===== config.mk =====
export PLATFORM = sky130hd
export DESIGN_NAME = idt_lookup
export DESIGN_NICKNAME = d
export VERILOG_FILES = /design/src/rtl/idt_lookup_pkg.sv /design/src/rtl/idt_table_reg.sv /design/src/rtl/idt_range_check.sv /design/src/rtl/idt_fetch_ctrl.sv /design/src/rtl/idt_lookup.sv
export SDC_FILE = /design/constraint.sdc
export NUM_CORES = 1
export LEC_CHECK = 0
export ABC_CLOCK_PERIOD_IN_PS = 3750
export BUFFER_PORTS_ARGS = -buffer_cell sky130_fd_sc_hd__buf_2
export CAP_MARGIN = 20
export CORE_MARGIN = 4
export CORE_UTILIZATION = 58
export CTS_BUF_LIST = sky130_fd_sc_hd__clkbuf_16
export DETAILED_ROUTE_END_ITERATION = 7
export MAX_ROUTING_LAYER = met4
export PLACE_DENSITY = 0.88
export SLEW_MARGIN = 10
export SYNTH_ARGS = -nofsm -noshare
export SYNTH_HDL_FRONTEND = slang
export SYNTH_SLANG_ARGS = --single-unit
export TNS_END_PERCENT = 10

===== constraint.sdc =====
create_clock -name clk_i -period 3.75 [get_ports clk_i]
set_input_delay 0.375 -clock clk_i [delete_from_list [all_inputs] [get_ports clk_i]]
set_output_delay 0.375 -clock clk_i [all_outputs]
set_load 0.005 [all_outputs]

===== src/rtl/idt_lookup_pkg.sv =====
package idt_lookup_pkg;
  typedef enum logic [2:0] {
    ST_IDLE, ST_ISSUE_LO, ST_WAIT_LO, ST_ISSUE_HI, ST_WAIT_HI
  } fetch_state_e;

  typedef enum logic [1:0] {
    FLT_NONE   = 2'b00,
    FLT_NOINIT = 2'b01,
    FLT_LIMIT  = 2'b10
  } fault_e;
endpackage


===== src/rtl/idt_table_reg.sv =====
module idt_table_reg #(
  parameter int BASE_W  = 32,
  parameter int LIMIT_W = 16,
  localparam int TBL_W  = BASE_W + LIMIT_W
) (
  input  logic               clk_i,
  input  logic               rst_ni,
  input  logic               we_i,
  input  logic [TBL_W-1:0]   wdata_i,
  output logic [BASE_W-1:0]  base_o,
  output logic [LIMIT_W-1:0] limit_o,
  output logic               valid_o
);
  always_ff @(posedge clk_i or negedge rst_ni) begin
    if (!rst_ni) begin
      base_o  <= '0;
      limit_o <= '0;
      valid_o <= 1'b0;
    end else if (we_i) begin
      limit_o <= wdata_i[LIMIT_W-1:0];
      base_o  <= wdata_i[TBL_W-1:LIMIT_W];
      valid_o <= 1'b1;
    end
  end
endmodule


===== src/rtl/idt_range_check.sv =====
module idt_range_check #(
  parameter int VEC_W       = 8,
  parameter int BASE_W      = 32,
  parameter int LIMIT_W     = 16,
  parameter int ENTRY_BYTES = 8,
  localparam int SHIFT      = $clog2(ENTRY_BYTES),
  localparam int OFF_W      = VEC_W + SHIFT,
  localparam int CMP_W      = ((OFF_W > LIMIT_W) ? OFF_W : LIMIT_W) + 1
) (
  input  logic [VEC_W-1:0]   vector_i,
  input  logic [BASE_W-1:0]  base_i,
  input  logic [LIMIT_W-1:0] limit_i,
  output logic [BASE_W-1:0]  addr_o,
  output logic               in_range_o
);
  logic [CMP_W-1:0] offset;
  logic [CMP_W-1:0] last_byte;

  always_comb begin
    offset     = CMP_W'(vector_i) << SHIFT;
    last_byte  = offset + CMP_W'(ENTRY_BYTES - 1);
    in_range_o = (last_byte <= CMP_W'(limit_i));
    addr_o     = base_i + BASE_W'(offset);
  end
endmodule


===== src/rtl/idt_fetch_ctrl.sv =====
module idt_fetch_ctrl
  import idt_lookup_pkg::*;
#(
  parameter int ADDR_W = 32,
  parameter int WORD_W = 32,
  localparam int DESC_W = 2 * WORD_W,
  localparam int STEP   = WORD_W / 8
) (
  input  logic              clk_i,
  input  logic              rst_ni,
  input  logic              req_valid_i,
  output logic              req_ready_o,
  input  logic              table_valid_i,
  input  logic              in_range_i,
  input  logic [ADDR_W-1:0] addr_i,
  output logic              mem_req_o,
  output logic [ADDR_W-1:0] mem_addr_o,
  input  logic              mem_rvalid_i,
  input  logic [WORD_W-1:0] mem_rdata_i,
  output logic              desc_valid_o,
  output logic [DESC_W-1:0] desc_o,
  output logic              fault_o,
  output logic [1:0]        fault_code_o
);
  fetch_state_e      state_q;
  logic [ADDR_W-1:0] addr_q;
  logic [WORD_W-1:0] lo_q;
  fault_e            code_q;

  always_ff @(posedge clk_i or negedge rst_ni) begin
    if (!rst_ni) begin
      state_q      <= ST_IDLE;
      addr_q       <= '0;
      lo_q         <= '0;
      desc_o       <= '0;
      desc_valid_o <= 1'b0;
      fault_o      <= 1'b0;
      code_q       <= FLT_NONE;
    end else begin
      desc_valid_o <= 1'b0;
      fault_o      <= 1'b0;
      code_q       <= FLT_NONE;
      case (state_q)
        ST_IDLE: begin
          if (req_valid_i) begin
            if (!table_valid_i) begin
              fault_o <= 1'b1;
              code_q  <= FLT_NOINIT;
            end else if (!in_range_i) begin
              fault_o <= 1'b1;
              code_q  <= FLT_LIMIT;
            end else begin
              addr_q  <= addr_i;
              state_q <= ST_ISSUE_LO;
            end
          end
        end
        ST_ISSUE_LO: state_q <= ST_WAIT_LO;
        ST_WAIT_LO: begin
          if (mem_rvalid_i) begin
            lo_q    <= mem_rdata_i;
            state_q <= ST_ISSUE_HI;
          end
        end
        ST_ISSUE_HI: state_q <= ST_WAIT_HI;
        ST_WAIT_HI: begin
          if (mem_rvalid_i) begin
            desc_o       <= {mem_rdata_i, lo_q};
            desc_valid_o <= 1'b1;
            state_q      <= ST_IDLE;
          end
        end
        default: state_q <= ST_IDLE;
      endcase
    end
  end

  assign req_ready_o  = (state_q == ST_IDLE);
  assign mem_req_o    = (state_q == ST_ISSUE_LO) || (state_q == ST_ISSUE_HI);
  assign mem_addr_o   = addr_q + ((state_q == ST_ISSUE_HI) ? ADDR_W'(STEP) : '0);
  assign fault_code_o = code_q;
endmodule


===== src/rtl/idt_lookup.sv =====
module idt_lookup #(
  parameter int VEC_W   = 8,
  parameter int ADDR_W  = 32,
  parameter int LIMIT_W = 16,
  parameter int WORD_W  = 32,
  localparam int TBL_W  = ADDR_W + LIMIT_W,
  localparam int DESC_W = 2 * WORD_W
) (
  input  logic               clk_i,
  input  logic               rst_ni,
  input  logic               tbl_we_i,
  input  logic [TBL_W-1:0]   tbl_wdata_i,
  input  logic               req_valid_i,
  input  logic [VEC_W-1:0]   req_vector_i,
  output logic               req_ready_o,
  output logic               mem_req_o,
  output logic [ADDR_W-1:0]  mem_addr_o,
  input  logic               mem_rvalid_i,
  input  logic [WORD_W-1:0]  mem_rdata_i,
  output logic               desc_valid_o,
  output logic [DESC_W-1:0]  desc_o,
  output logic               fault_o,
  output logic [1:0]         fault_code_o
);
  logic [ADDR_W-1:0]  tbl_base;
  logic [LIMIT_W-1:0] tbl_limit;
  logic               tbl_valid;
  logic [ADDR_W-1:0]  entry_addr;
  logic               entry_ok;

  idt_table_reg #(.BASE_W(ADDR_W), .LIMIT_W(LIMIT_W)) table_i (
    .clk_i   (clk_i),
    .rst_ni  (rst_ni),
    .we_i    (tbl_we_i),
    .wdata_i (tbl_wdata_i),
    .base_o  (tbl_base),
    .limit_o (tbl_limit),
    .valid_o (tbl_valid)
  );

  idt_range_check #(
    .VEC_W(VEC_W), .BASE_W(ADDR_W), .LIMIT_W(LIMIT_W), .ENTRY_BYTES(DESC_W / 8)
  ) range_i (
    .vector_i   (req_vector_i),
    .base_i     (tbl_base),
    .limit_i    (tbl_limit),
    .addr_o     (entry_addr),
    .in_range_o (entry_ok)
  );

  idt_fetch_ctrl #(.ADDR_W(ADDR_W), .WORD_W(WORD_W)) ctrl_i (
    .clk_i         (clk_i),
    .rst_ni        (rst_ni),
    .req_valid_i   (req_valid_i),
    .req_ready_o   (req_ready_o),
    .table_valid_i (tbl_valid),
    .in_range_i    (entry_ok),
    .addr_i        (entry_addr),
    .mem_req_o     (mem_req_o),
    .mem_addr_o    (mem_addr_o),
    .mem_rvalid_i  (mem_rvalid_i),
    .mem_rdata_i   (mem_rdata_i),
    .desc_valid_o  (desc_valid_o),
    .desc_o        (desc_o),
    .fault_o       (fault_o),
    .fault_code_o  (fault_code_o)
  );
endmodule


==> metrics.log, run 1 <==
[metrics] worst-margin pin slew: around 0.62 ns
[metrics] met3 Track Usage GR: between 8 and 9%
[metrics] Post-CTS Hold Buffers: 1
[metrics] minimum setup slack among reg-to-reg paths: about 1.2 ns
[metrics] Synth cell types: 43
[metrics] Detailed Routing Iterations Pass 1: 5
[metrics] met2 track demand over resource: between 30% and 40%
[metrics] synthesized netlist cell count: 633
[metrics] number of DRC violations after detailed-routing iteration 0: 310
[metrics] Post-DP HPWL: 13.6 mm
[metrics] Register-to-Register Path Depth: 8
[metrics] number of global-route vias before repair: roughly 6100
[metrics] standby leakage power: about 4.7 nW
[metrics] Reg2Reg Launch Point: table_i.limit_o[8]
[metrics] most frequent cells in the layout: sky130_fd_sc_hd__buf_2 (193), sky130_fd_sc_hd__dfrtp_1 (184), sky130_fd_sc_hd__mux2_2 (134), sky130_fd_sc_hd__xnor2_1 (48), sky130_fd_sc_hd__nand2_1 (30)
[metrics] final critical delay including setup and external delays: about 3.3 ns
[metrics] Max FO, Critical Path: 5
[metrics] final hold vios: 0
[metrics] normalized max-slew margin: approximately three fifths
[metrics] logic depth of the worst path, buffers included: 9
[metrics] Final Cycle Share: 88.5%
[metrics] Highest Clock Rate: 301 MHz
[metrics] I/O pin count: around 200
[metrics] status: complete, no violations
[metrics] kind of critical path: register to primary output
[metrics] number of flip-flops and latches in the synthesized netlist: between 150 and 200
[metrics] routability cong.: approximately 0.84
[metrics] number of levels in the clock H-tree: 4
[metrics] core area: around 14000 um2
[metrics] final worst clock skew: around 0.011 ns
[metrics] total of max-cap violations: 0
[metrics] setup TNS: 0 ns
[metrics] capturing point of the worst reg2reg path: ctrl_i.addr_q[1]
[metrics] die width: 129 um
[metrics] area fraction of the dominant cell type after synthesis: a little over half
[metrics] area fraction in and, or, nand and nor cells after synthesis: between 7 and 8%
[metrics] core occupancy in the finished layout: 72.5%
[metrics] Yosys warning total: 0
[metrics] Total Wirelength: between 15 and 20 mm
[metrics] area used by multi-input combinational logic: ~3700 um2
[metrics] cells taking the most area after synthesis: sky130_fd_sc_hd__dfrtp_1 (54%), sky130_fd_sc_hd__mux2_2 (18%), sky130_fd_sc_hd__xnor2_1 (5.0%)
[metrics] sequential area share after synthesis: approximately 54%
[metrics] total track usage: 24.5%
[metrics] Initial Utilization: between 60% and 70%
[metrics] Setup Buffers After CTS: 0
[metrics] full die area: between 15000 and 20000 um2
[metrics] clock slew seen by the registers of the worst setup and hold paths: ~0.070 ns
[metrics] compound-gate portion of the synthesized area: 4.17%
[metrics] CP top delay family: simple AND/OR/NAND/NOR gates
[metrics] global routing met1 resource utilization: slightly above 30%
[metrics] proportion of synthesized area in mux cells: a little under a quarter
[metrics] total number of nets in the final design: approximately 940
[metrics] CP endpoint: mem_addr_o[28]
[metrics] Worst VDD drop: approximately 0.49 mV
[metrics] power density over cell area: approximately 730 nW/um2
[metrics] arrival time at the worst endpoint: 2.94 ns
[metrics] fillcell total: roughly 980
[metrics] Core Rows: 43
[metrics] area added between synthesis and finish: 20.6%
[metrics] FF+latch area: roughly 4600 um2
[metrics] post-synthesis adder-cell area fraction: under 10%
[metrics] average via count per standard cell: 5.61
[metrics] GRT Max-Usage Layer: met2
[metrics] data required time at the worst endpoint: between 3 and 4 ns
[metrics] clock buffers created by TritonCTS: 17
[metrics] # resized after CTS: 0
[metrics] most common cell after layout, fill and taps aside: sky130_fd_sc_hd__buf_2
[metrics] overall overflow remaining after global route: 0
[metrics] Hold WC Path Type: input pin to register
[metrics] DRC: 0
[metrics] cell type of the slowest stage on the worst timing path: sky130_fd_sc_hd__dfrtp_1
[metrics] wire length of the first global-routing pass: 30.8 mm
[metrics] maximum number of pins on one net before global-route repair: between 80 and 90
[metrics] worst setup path start: ctrl_i.state_q[0]
[metrics] setup repair after global routing missed its margin: false
[metrics] drt wl/cell: between 15 and 20 um
[metrics] Port Buffer Count: 194
[metrics] pins over their slew limit: 0
[metrics] Post-Synth XOR/XNOR Area: roughly 5.6%
[metrics] Post-Syn Area: around 8500 um2
[metrics] total clock sinks: around 180
[metrics] clock insertion delay at the later pin of the skew report: 0.44 ns
[metrics] Finished Layout Cells: between 1000 and 1500
[metrics] root buffer cell: sky130_fd_sc_hd__clkbuf_16
[metrics] mean instance size in the synthesized netlist: approximately 13 um2
[metrics] number of antenna violations at the first check in global routing: 3
[metrics] main combinational cell family by area after synthesis: multiplexers
[metrics] Placed Instances: approximately 1000
[metrics] via count: ~5700
[metrics] launching element type of the critical path: register
[metrics] TritonCTS clock tree: done
[metrics] Synth Net Count: 745
[metrics] library cell with the largest summed area after synthesis: sky130_fd_sc_hd__dfrtp_1
[metrics] maximum clock path buffer count: 2
[metrics] number of routed nets with antenna violations: 0
[metrics] y dimension of the die: roughly 130 um
[metrics] fraction of layout cells with a size suffix above 1: 48.4%
[metrics] total of endpoints with negative setup slack in the final report: 0
[metrics] nature of the critical path endpoint: primary output
[metrics] stage delay of the slowest cell on the critical path: 0.48 ns
[metrics] Buf/Inv on CP: 1
[metrics] cell-by-cell trace of the critical path: nor2b_1, and2_1, ha_1, ha_1, nand3_1, nor3_2, nand3_1, xnor2_1, buf_2
## how the worst min path moves through the flow
stage	startpoint	end	slack, ns	depth (start not counted)
floorplan	rst_ni	ctrl_i.addr_q[0]	0.08	0
global placement	rst_ni	table_i.base_o[3]	0.41	1
detailed placement	rst_ni	table_i.base_o[6]	0.41	1
CTS	mem_rvalid_i	ctrl_i.state_q[2]	0.14	2
global route	tbl_wdata_i[33]	table_i.base_o[17]	0.16	2
finish	mem_rvalid_i	ctrl_i.state_q[2]	0.16	2
## per-layer routing
metal | vias to the layer above | wire (um)
li1 | 2665 | -
met1 | 2835 | 7900
met2 | 216 | 9100
met3 | 29 | 1640
met4 | 0 | 360
met5 | - | 0
## flip-flops by register name (all words and copies together), names as in the netlist
signal	cells
table_i.valid_o	1
table_i.limit_o	16
table_i.base_o	32
ctrl_i.desc_o	64
ctrl_i.state_q	3
ctrl_i.lo_q	32
ctrl_i.desc_valid_o	1
ctrl_i.addr_q	32
ctrl_i.fault_o	1
ctrl_i.fault_code_o	2
## worst reg2reg max path: stages (launching register included)
cell	delay [ns]
sky130_fd_sc_hd__dfrtp_1	0.32
sky130_fd_sc_hd__inv_1	0.06
sky130_fd_sc_hd__ha_1	0.30
sky130_fd_sc_hd__nand4_1	0.16
sky130_fd_sc_hd__or3_1	0.42
sky130_fd_sc_hd__a21oi_2	0.20
sky130_fd_sc_hd__a21o_2	0.13
sky130_fd_sc_hd__buf_4	0.48
sky130_fd_sc_hd__mux2_1	0.40
## layout make-up
type                       instances  share of cell area [%]
inverter                          12                   0.441
multi-input combinational        410                    36.1
tap                              180                    2.20
timing repair buffer             204                    10.6
clock inverter                    14                    1.34
sequential                       184                    45.1
antenna                            3                  0.0735
clock buffer                      17                    4.16
## through the flow
stage,cell area (um2),total power [mW],hold WS [ns],setup WS [ns]
6_report,10200,7.49,0.159,0.432
5_1_grt,10200,7.93,0.160,0.245
4_1_cts,10200,7.55,0.144,0.414
3_5_place_dp,9620,5.77,0.412,0.912
3_3_place_gp,9620,5.63,0.411,1.02
2_1_floorplan,8470,4.79,0.0794,1.51
## logic make-up after synthesis
logic type | Yosys count
buffers and inverters | 39
and+or+nand+nor | 120
muxes | 164
adders and majority gates | 19
AOI/OAI and AO/OA | 53
xor gates and xnor gates | 54
DFF | 184
## report_power, final
| group | switching (mW) | internal (mW) | total [mW] |
|---|---|---|---|
| clock network | 0.811 | 0.930 | 1.74 |
| logic | 0.994 | 1.45 | 2.45 |
| registers | 0.573 | 2.73 | 3.31 |
| total | 2.38 | 5.12 | 7.49 |
## cell usage after synthesis (all sizes together)
library cell	instances
ha	18
inv	12
nand2b	2
nor3	7
a21o	5
nor2b	2
a31oi	3
o21bai	1
nand3	20
and2	3
buf	16
mux2	164
o21ai	16
nor4	3
xor2	6
and3	10
or2	2
a211oi	5
nor2	14
or4	2
clkbuf	11
dfrtp	184
nand4	19
xnor2	48
o211ai	7
a21oi	8
fa	1
nor4bb	1
nand2	30
and4	2
o2111ai	8
or3	3
Note: power is estimated with default switching activity, not from simulation.
==> inputs of run 2 (changes only) <==
- GPL_TIMING_DRIVEN: not set -> 0
==> run 2 against run 1 <==
Against the previous run:
- the flow now finishes with violations (hold timing)
- sequential share of layout area down 0.33 points
- flip-flop and latch count unchanged
- core utilization up 0.53 points
- critical path depth unchanged
- die area unchanged
- clock skew down 0.0040 ns
- setup slack better by 0.0029 ns
- clock power about the same
- non-clock buffer count up 17
- critical endpoint is now mem_addr_o[30]
- largest power group unchanged
==> metrics.log, run 2 (synthesis gave the netlist of run 1 again) <==
[metrics] Core Rows: 43
[metrics] total of endpoints with negative setup slack in the final report: 0
[metrics] nature of the critical path endpoint: primary output
[metrics] combinational share of power: between 30% and 40%
[metrics] Detailed Routing Iterations Pass 1: 4
[metrics] register ranked first by flip-flop count: ctrl_i.desc_o
[metrics] Hold WC Path Type: input pin to asynchronous set/reset pin
[metrics] area added between synthesis and finish: 21.5%
[metrics] Worst VDD drop: 0.452 mV
[metrics] cell type of the slowest stage on the worst timing path: sky130_fd_sc_hd__dfrtp_1
[metrics] # resized after CTS: 0
[metrics] number of antenna violations at the first check in global routing: 4
[metrics] arrival time at the worst endpoint: approximately 3 ns
[metrics] Total Wirelength: just under 20 mm
[metrics] Design Power: roughly 7.5 mW
[metrics] flip-flop count of the largest register, all copies and words added: 64
[metrics] final hold vios: 9
[metrics] total clock sinks: about 180
[metrics] Post-CTS Hold Buffers: 0
[metrics] Setup Buffers After CTS: 0
[metrics] kind of critical path: register to primary output
[metrics] switching fraction of total power: 31.5%
[metrics] I/O pin count: between 150 and 200
[metrics] Finished Layout Cells: approximately 1000
[metrics] pins over their slew limit: 0
[metrics] summed area of non-filler cells in the final layout: roughly 10000 um2
[metrics] minimum setup slack among reg-to-reg paths: about 1.2 ns
[metrics] part of the power in registers: 43.5%
[metrics] clock insertion delay at the later pin of the skew report: between 0.4 and 0.5 ns
[metrics] y dimension of the die: roughly 130 um
[metrics] total track usage: 24.8%
[metrics] number of routed nets with antenna violations: 0
[metrics] data required time at the worst endpoint: around 3.4 ns
[metrics] core area: ~14000 um2
[metrics] Buf/Inv on CP: 1
[metrics] P_sw: roughly 2.4 mW
[metrics] routability cong.: 0.889
[metrics] maximum clock path buffer count: 2
[metrics] Highest Clock Rate: between 300 and 400 MHz
[metrics] total number of nets in the final design: 958
[metrics] TritonCTS clock tree: done
[metrics] stage delay of the slowest cell on the critical path: around 0.45 ns
[metrics] total of max-cap violations: 0
[metrics] setup TNS: 0 ns
[metrics] most frequent cells in the layout: sky130_fd_sc_hd__buf_2 (197), sky130_fd_sc_hd__dfrtp_1 (184), sky130_fd_sc_hd__mux2_2 (134), sky130_fd_sc_hd__xnor2_1 (48), sky130_fd_sc_hd__nand2_1 (30)
[metrics] Reg2Reg Launch Point: table_i.base_o[5]
[metrics] maximum number of pins on one net before global-route repair: 102
[metrics] via count: just under 6000
[metrics] clock slew seen by the registers of the worst setup and hold paths: approximately 0.07 ns
[metrics] worst-margin pin slew: ~0.75 ns
[metrics] root buffer cell: sky130_fd_sc_hd__clkbuf_16
[metrics] most common cell after layout, fill and taps aside: sky130_fd_sc_hd__buf_2
[metrics] clock buffers created by TritonCTS: 17
[metrics] full die area: roughly 17000 um2
[metrics] Port Buffer Count: approximately 190
[metrics] final worst clock skew: 0.00659 ns
[metrics] wire length of the first global-routing pass: roughly 31 mm
[metrics] standby leakage power: 4.78 nW
[metrics] clock network power share: between 20% and 30%
[metrics] failing checks: hold timing
[metrics] final critical delay including setup and external delays: approximately 3.3 ns
[metrics] Max FO, Critical Path: 6
[metrics] Placed Instances: around 1000
[metrics] Final Cycle Share: 88.4%
[metrics] Register-to-Register Path Depth: 7
[metrics] Post-DP HPWL: between 10 and 15 mm
[metrics] cell-by-cell trace of the critical path: nor2b_1, and2_1, ha_1, ha_1, nand3_1, nor3_2, nand3_1, xnor2_1, buf_2
[metrics] launching element type of the critical path: register
[metrics] DRC: 0
[metrics] Initial Utilization: approximately three fifths
[metrics] number of global-route vias before repair: just over 6000
[metrics] Int Pwr: between 5 and 6 mW
[metrics] setup repair after global routing missed its margin: false
[metrics] overall overflow remaining after global route: 0
[metrics] die width: between 100 and 150 um
[metrics] number of DRC violations after detailed-routing iteration 0: ~350
[metrics] status: finished with violations
[metrics] capturing point of the worst reg2reg path: ctrl_i.addr_q[22]
[metrics] post-placement cell area: between 9000 and 10000 um2
[metrics] final hold slack: -0.00291 ns
[metrics] normalized max-slew margin: between 40 and 50%
[metrics] drt wl/cell: around 18 um
[metrics] power density over cell area: 732 nW/um2
[metrics] average via count per standard cell: approximately 5.5
[metrics] number of levels in the clock H-tree: 4
[metrics] CP top delay family: simple AND/OR/NAND/NOR gates
[metrics] fraction of layout cells with a size suffix above 1: around 47%
-- run 2: cell count changes in the layout (fill, tap and decap cells not counted), sizes merged --
cell,delta
dlygate4sd3,-1
clkbuf,+11
diode,+1
clkinv,-1
clkinvlp,+2
buf,+7
-- run 2: through the flow --
step / worst slack (ns) / util (%)
final: 0.435 / 73.0
after global routing: 0.218 / 73.0
after CTS: 0.426 / 72.9
after detailed placement: 0.900 / 68.8
after global placement: -0.542 / 68.5
after floorplan: 1.51 / -
-- run 2: worst max path at each step --
stage / start / to / slack, ns / cells after the start
after floorplan: ctrl_i.state_q[0] / mem_addr_o[20] / 1.51 / 8
after global placement: rst_ni / ctrl_i.desc_o[48] / -0.54 / 1
after detailed placement: ctrl_i.state_q[0] / mem_addr_o[30] / 0.90 / 9
after CTS: ctrl_i.state_q[0] / mem_addr_o[30] / 0.43 / 9
after global routing: ctrl_i.state_q[0] / mem_addr_o[30] / 0.22 / 9
final: ctrl_i.state_q[2] / mem_addr_o[30] / 0.44 / 9
-- run 2: final cells by class --
class | count | area [um2]
sequential | 184 | 4600
fill | 925 | 3810
multi-input combinational | 410 | 3670
timing repair buffer | 194 | 1000
clock buffer | 17 | 425
tap | 180 | 225
clock inverter | 15 | 158
buffer | 27 | 145
inverter | 12 | 45.0
antenna | 4 | 10.0
-- run 2: routing by layer --
layer  vias to the layer above  global-route usage, %  routed length (um)
met5                         -                      -                   0
met1                      2856                   30.1                7840
met4                         0                   6.49                 235
met3                        22                   7.56                1660
li1                       2699                      -                   -
met2                       200                   40.7                9480
-- run 2: power by group through the flow --
| stage | Clock [mW] | Sequential, mW | Combinational [mW] |
|---|---|---|---|
| 2_1_floorplan | 0 | 3.20 | 1.59 |
| 3_3_place_gp | 0 | 3.24 | 2.42 |
| 3_5_place_dp | 0 | 3.30 | 2.52 |
| 4_1_cts | 1.78 | 3.28 | 2.54 |
| 5_1_grt | 1.88 | 3.39 | 2.74 |
| 6_report | 1.76 | 3.28 | 2.50 |
==> inputs of run 3 (changes only) <==
- ABC_CLOCK_PERIOD_IN_PS: 3750 -> 3250
- BUFFER_PORTS_ARGS: -buffer_cell sky130_fd_sc_hd__buf_2 -> not set
- CORE_UTILIZATION: 58 -> 59
- DONT_BUFFER_PORTS: not set -> 1
- PLACE_DENSITY: 0.88 -> 0.78
- clock period: 3.75 -> 3.25 ns (I/O delays scaled with it)
==> run 3 against run 2 <==
Against the previous run:
- the flow still finishes with violations (hold timing)
- sequential share of layout area is 4.9 points higher
- core utilization is 6.7 points lower
- worst hold slack worse by 0.40 ns
- final cell count is 19% lower
- critical endpoint is now mem_addr_o[31]
==> metrics.log, run 3 (synthesis gave the netlist of run 1 again) <==
[metrics] status: finished with violations
[metrics] failing checks: hold timing
[metrics] Reg2Reg Launch Point: table_i.base_o[5]
[metrics] via count: 5049
[metrics] routability cong.: 0.865
[metrics] kind of critical path: register to primary output
[metrics] area added between synthesis and finish: 9.44%
[metrics] y dimension of the die: 128 um
[metrics] total of max-cap violations: 0
[metrics] Total Wirelength: about 18 mm
[metrics] fillcell total: about 1000
[metrics] core occupancy in the finished layout: 66.3%
[metrics] clock insertion delay at the later pin of the skew report: 0.43 ns
[metrics] number of levels in the clock H-tree: 4
[metrics] setup TNS: 0 ns
[metrics] CP top delay family: simple AND/OR/NAND/NOR gates
[metrics] Hold WC Path Type: input pin to asynchronous set/reset pin
[metrics] TritonCTS clock tree: done
[metrics] stage delay of the slowest cell on the critical path: approximately 0.43 ns
[metrics] clock slew seen by the registers of the worst setup and hold paths: approximately 0.070 ns
[metrics] most common cell after layout, fill and taps aside: sky130_fd_sc_hd__dfrtp_1
[metrics] die width: roughly 130 um
[metrics] Highest Clock Rate: between 300 and 400 MHz
[metrics] final hold slack: -0.406 ns
[metrics] Post-CTS Hold Buffers: 1
[metrics] most frequent cell on the critical path: sky130_fd_sc_hd__nand4_1
[metrics] Setup Buffers After CTS: 0
[metrics] I/O pin count: 195
[metrics] total number of nets in the final design: between 700 and 800
[metrics] data required time at the worst endpoint: 2.92 ns
[metrics] Worst VDD drop: 0.471 mV
[metrics] power density over cell area: roughly 860 nW/um2
[metrics] total clock sinks: roughly 180
[metrics] number of antenna violations at the first check in global routing: 3
[metrics] Port Buffer Count: 0
[metrics] Buf/Inv on CP: 0
[metrics] full die area: 16300 um2
[metrics] normalized max-slew margin: roughly three fifths
[metrics] clock buffers created by TritonCTS: 17
[metrics] setup repair after global routing missed its margin: false
[metrics] Detailed Routing Iterations Pass 1: 4
[metrics] flip-flop count of the largest register, all copies and words added: 64
[metrics] minimum setup slack among reg-to-reg paths: about 0.69 ns
[metrics] final hold vios: 184
[metrics] total of endpoints with negative setup slack in the final report: 0
[metrics] overall overflow remaining after global route: 0
[metrics] logic depth of the worst path, buffers included: 7
[metrics] total track usage: between 20 and 25%
[metrics] Max FO, Critical Path: 5
[metrics] maximum clock path buffer count: 2
[metrics] root buffer cell: sky130_fd_sc_hd__clkbuf_16
[metrics] nature of the critical path endpoint: primary output
[metrics] cell type of the slowest stage on the worst timing path: sky130_fd_sc_hd__dfrtp_1
[metrics] standby leakage power: slightly below 4 nW
[metrics] number of routed nets with antenna violations: 0
[metrics] cell-by-cell trace of the critical path: nor2b_2, and2_1, ha_2, nand4_1, nor3_2, nand4_1, xnor2_1
[metrics] final worst clock skew: 0.0199 ns
[metrics] Core Rows: 43
[metrics] register ranked first by flip-flop count: ctrl_i.desc_o
[metrics] Post-DP HPWL: around 13 mm
[metrics] worst-margin pin slew: 0.601 ns
[metrics] Final Cycle Share: a little over nine tenths
[metrics] arrival time at the worst endpoint: 2.78 ns
[metrics] maximum number of pins on one net before global-route repair: between 150 and 200
[metrics] number of global-route vias before repair: approximately 5300
[metrics] average via count per standard cell: a little under 6
[metrics] final critical delay including setup and external delays: around 3.1 ns
[metrics] fraction of layout cells with a size suffix above 1: 32.6%
[metrics] drt wl/cell: 20.7 um
[metrics] wire length of the first global-routing pass: 28.0 mm
[metrics] DRC: 0
[metrics] launching element type of the critical path: register
[metrics] core area: ~14000 um2
[metrics] most frequent cells in the layout: sky130_fd_sc_hd__dfrtp_1 (184), sky130_fd_sc_hd__mux2_2 (134), sky130_fd_sc_hd__xnor2_1 (48), sky130_fd_sc_hd__nand2_1 (30), sky130_fd_sc_hd__mux2_4 (27)
[metrics] number of DRC violations after detailed-routing iteration 0: 379
[metrics] Register-to-Register Path Depth: 7
[metrics] Initial Utilization: 60.5%
[metrics] capturing point of the worst reg2reg path: ctrl_i.addr_q[22]
[metrics] pins over their slew limit: 0
## run 3: what timing repair did
item	in CTS	in global routing
setup endpoints to repair	0	8
resized for setup	0	4
endpoints found under the hold margin	185	184
## run 3: final cells by class
class	instances	area (um2)	area share, %
Clock inverter	15	118	1.27
Tap cell	180	225	2.43
Inverter	12	45.0	0.486
Multi-Input combinational cell	410	3690	39.8
Sequential cell	184	4600	49.7
Antenna cell	3	7.51	0.0810
Clock buffer	17	425	4.59
Timing Repair Buffer	1	10.0	0.108
Buffer	27	145	1.57
## run 3: where the power goes
group	total, mW	internal (mW)	switching, mW
clock	1.90	0.995	0.902
combinational	2.11	1.30	0.812
sequential	3.92	3.16	0.765
total	7.93	5.45	2.48
## run 3: how the worst max path moves through the flow
stage	startpoint	to	slack, ns
floorplan	ctrl_i.state_q[0]	mem_addr_o[20]	1.06
global placement	ctrl_i.state_q[0]	mem_addr_o[20]	0.60
detailed placement	ctrl_i.state_q[0]	mem_addr_o[31]	0.51
CTS	ctrl_i.state_q[0]	mem_addr_o[31]	0.03
global route	ctrl_i.state_q[0]	mem_addr_o[20]	0.02
finish	ctrl_i.state_q[0]	mem_addr_o[31]	0.14
## run 3: stage by stage
| stage | area [um2] | worst slack, ns | total power [mW] | hold slack [ns] | instances |
|---|---|---|---|---|---|
| floorplan | 8470 | 1.06 | 5.53 | 0.0294 | 633 |
| global placement | 8690 | 0.603 | 5.93 | 0.0349 | 813 |
| detailed placement | 8690 | 0.513 | 6.08 | 0.0355 | 813 |
| CTS | 9250 | 0.0272 | 8.01 | -0.429 | 846 |
| global route | 9270 | 0.0243 | 8.40 | -0.439 | 849 |
| finish | 9270 | 0.141 | 7.93 | -0.406 | 849 |
## run 3: routing by layer
| layer | share of wire (%) | up-vias | global-route usage (%) |
|---|---|---|---|
| li1 | - | 2312 | - |
| met3 | 9.0 | 30 | 9.21 |
| met4 | 2.0 | 0 | 7.68 |
| met5 | 0 | - | - |
| met1 | 39 | 2546 | 26.4 |
| met2 | 50 | 161 | 36.2 |
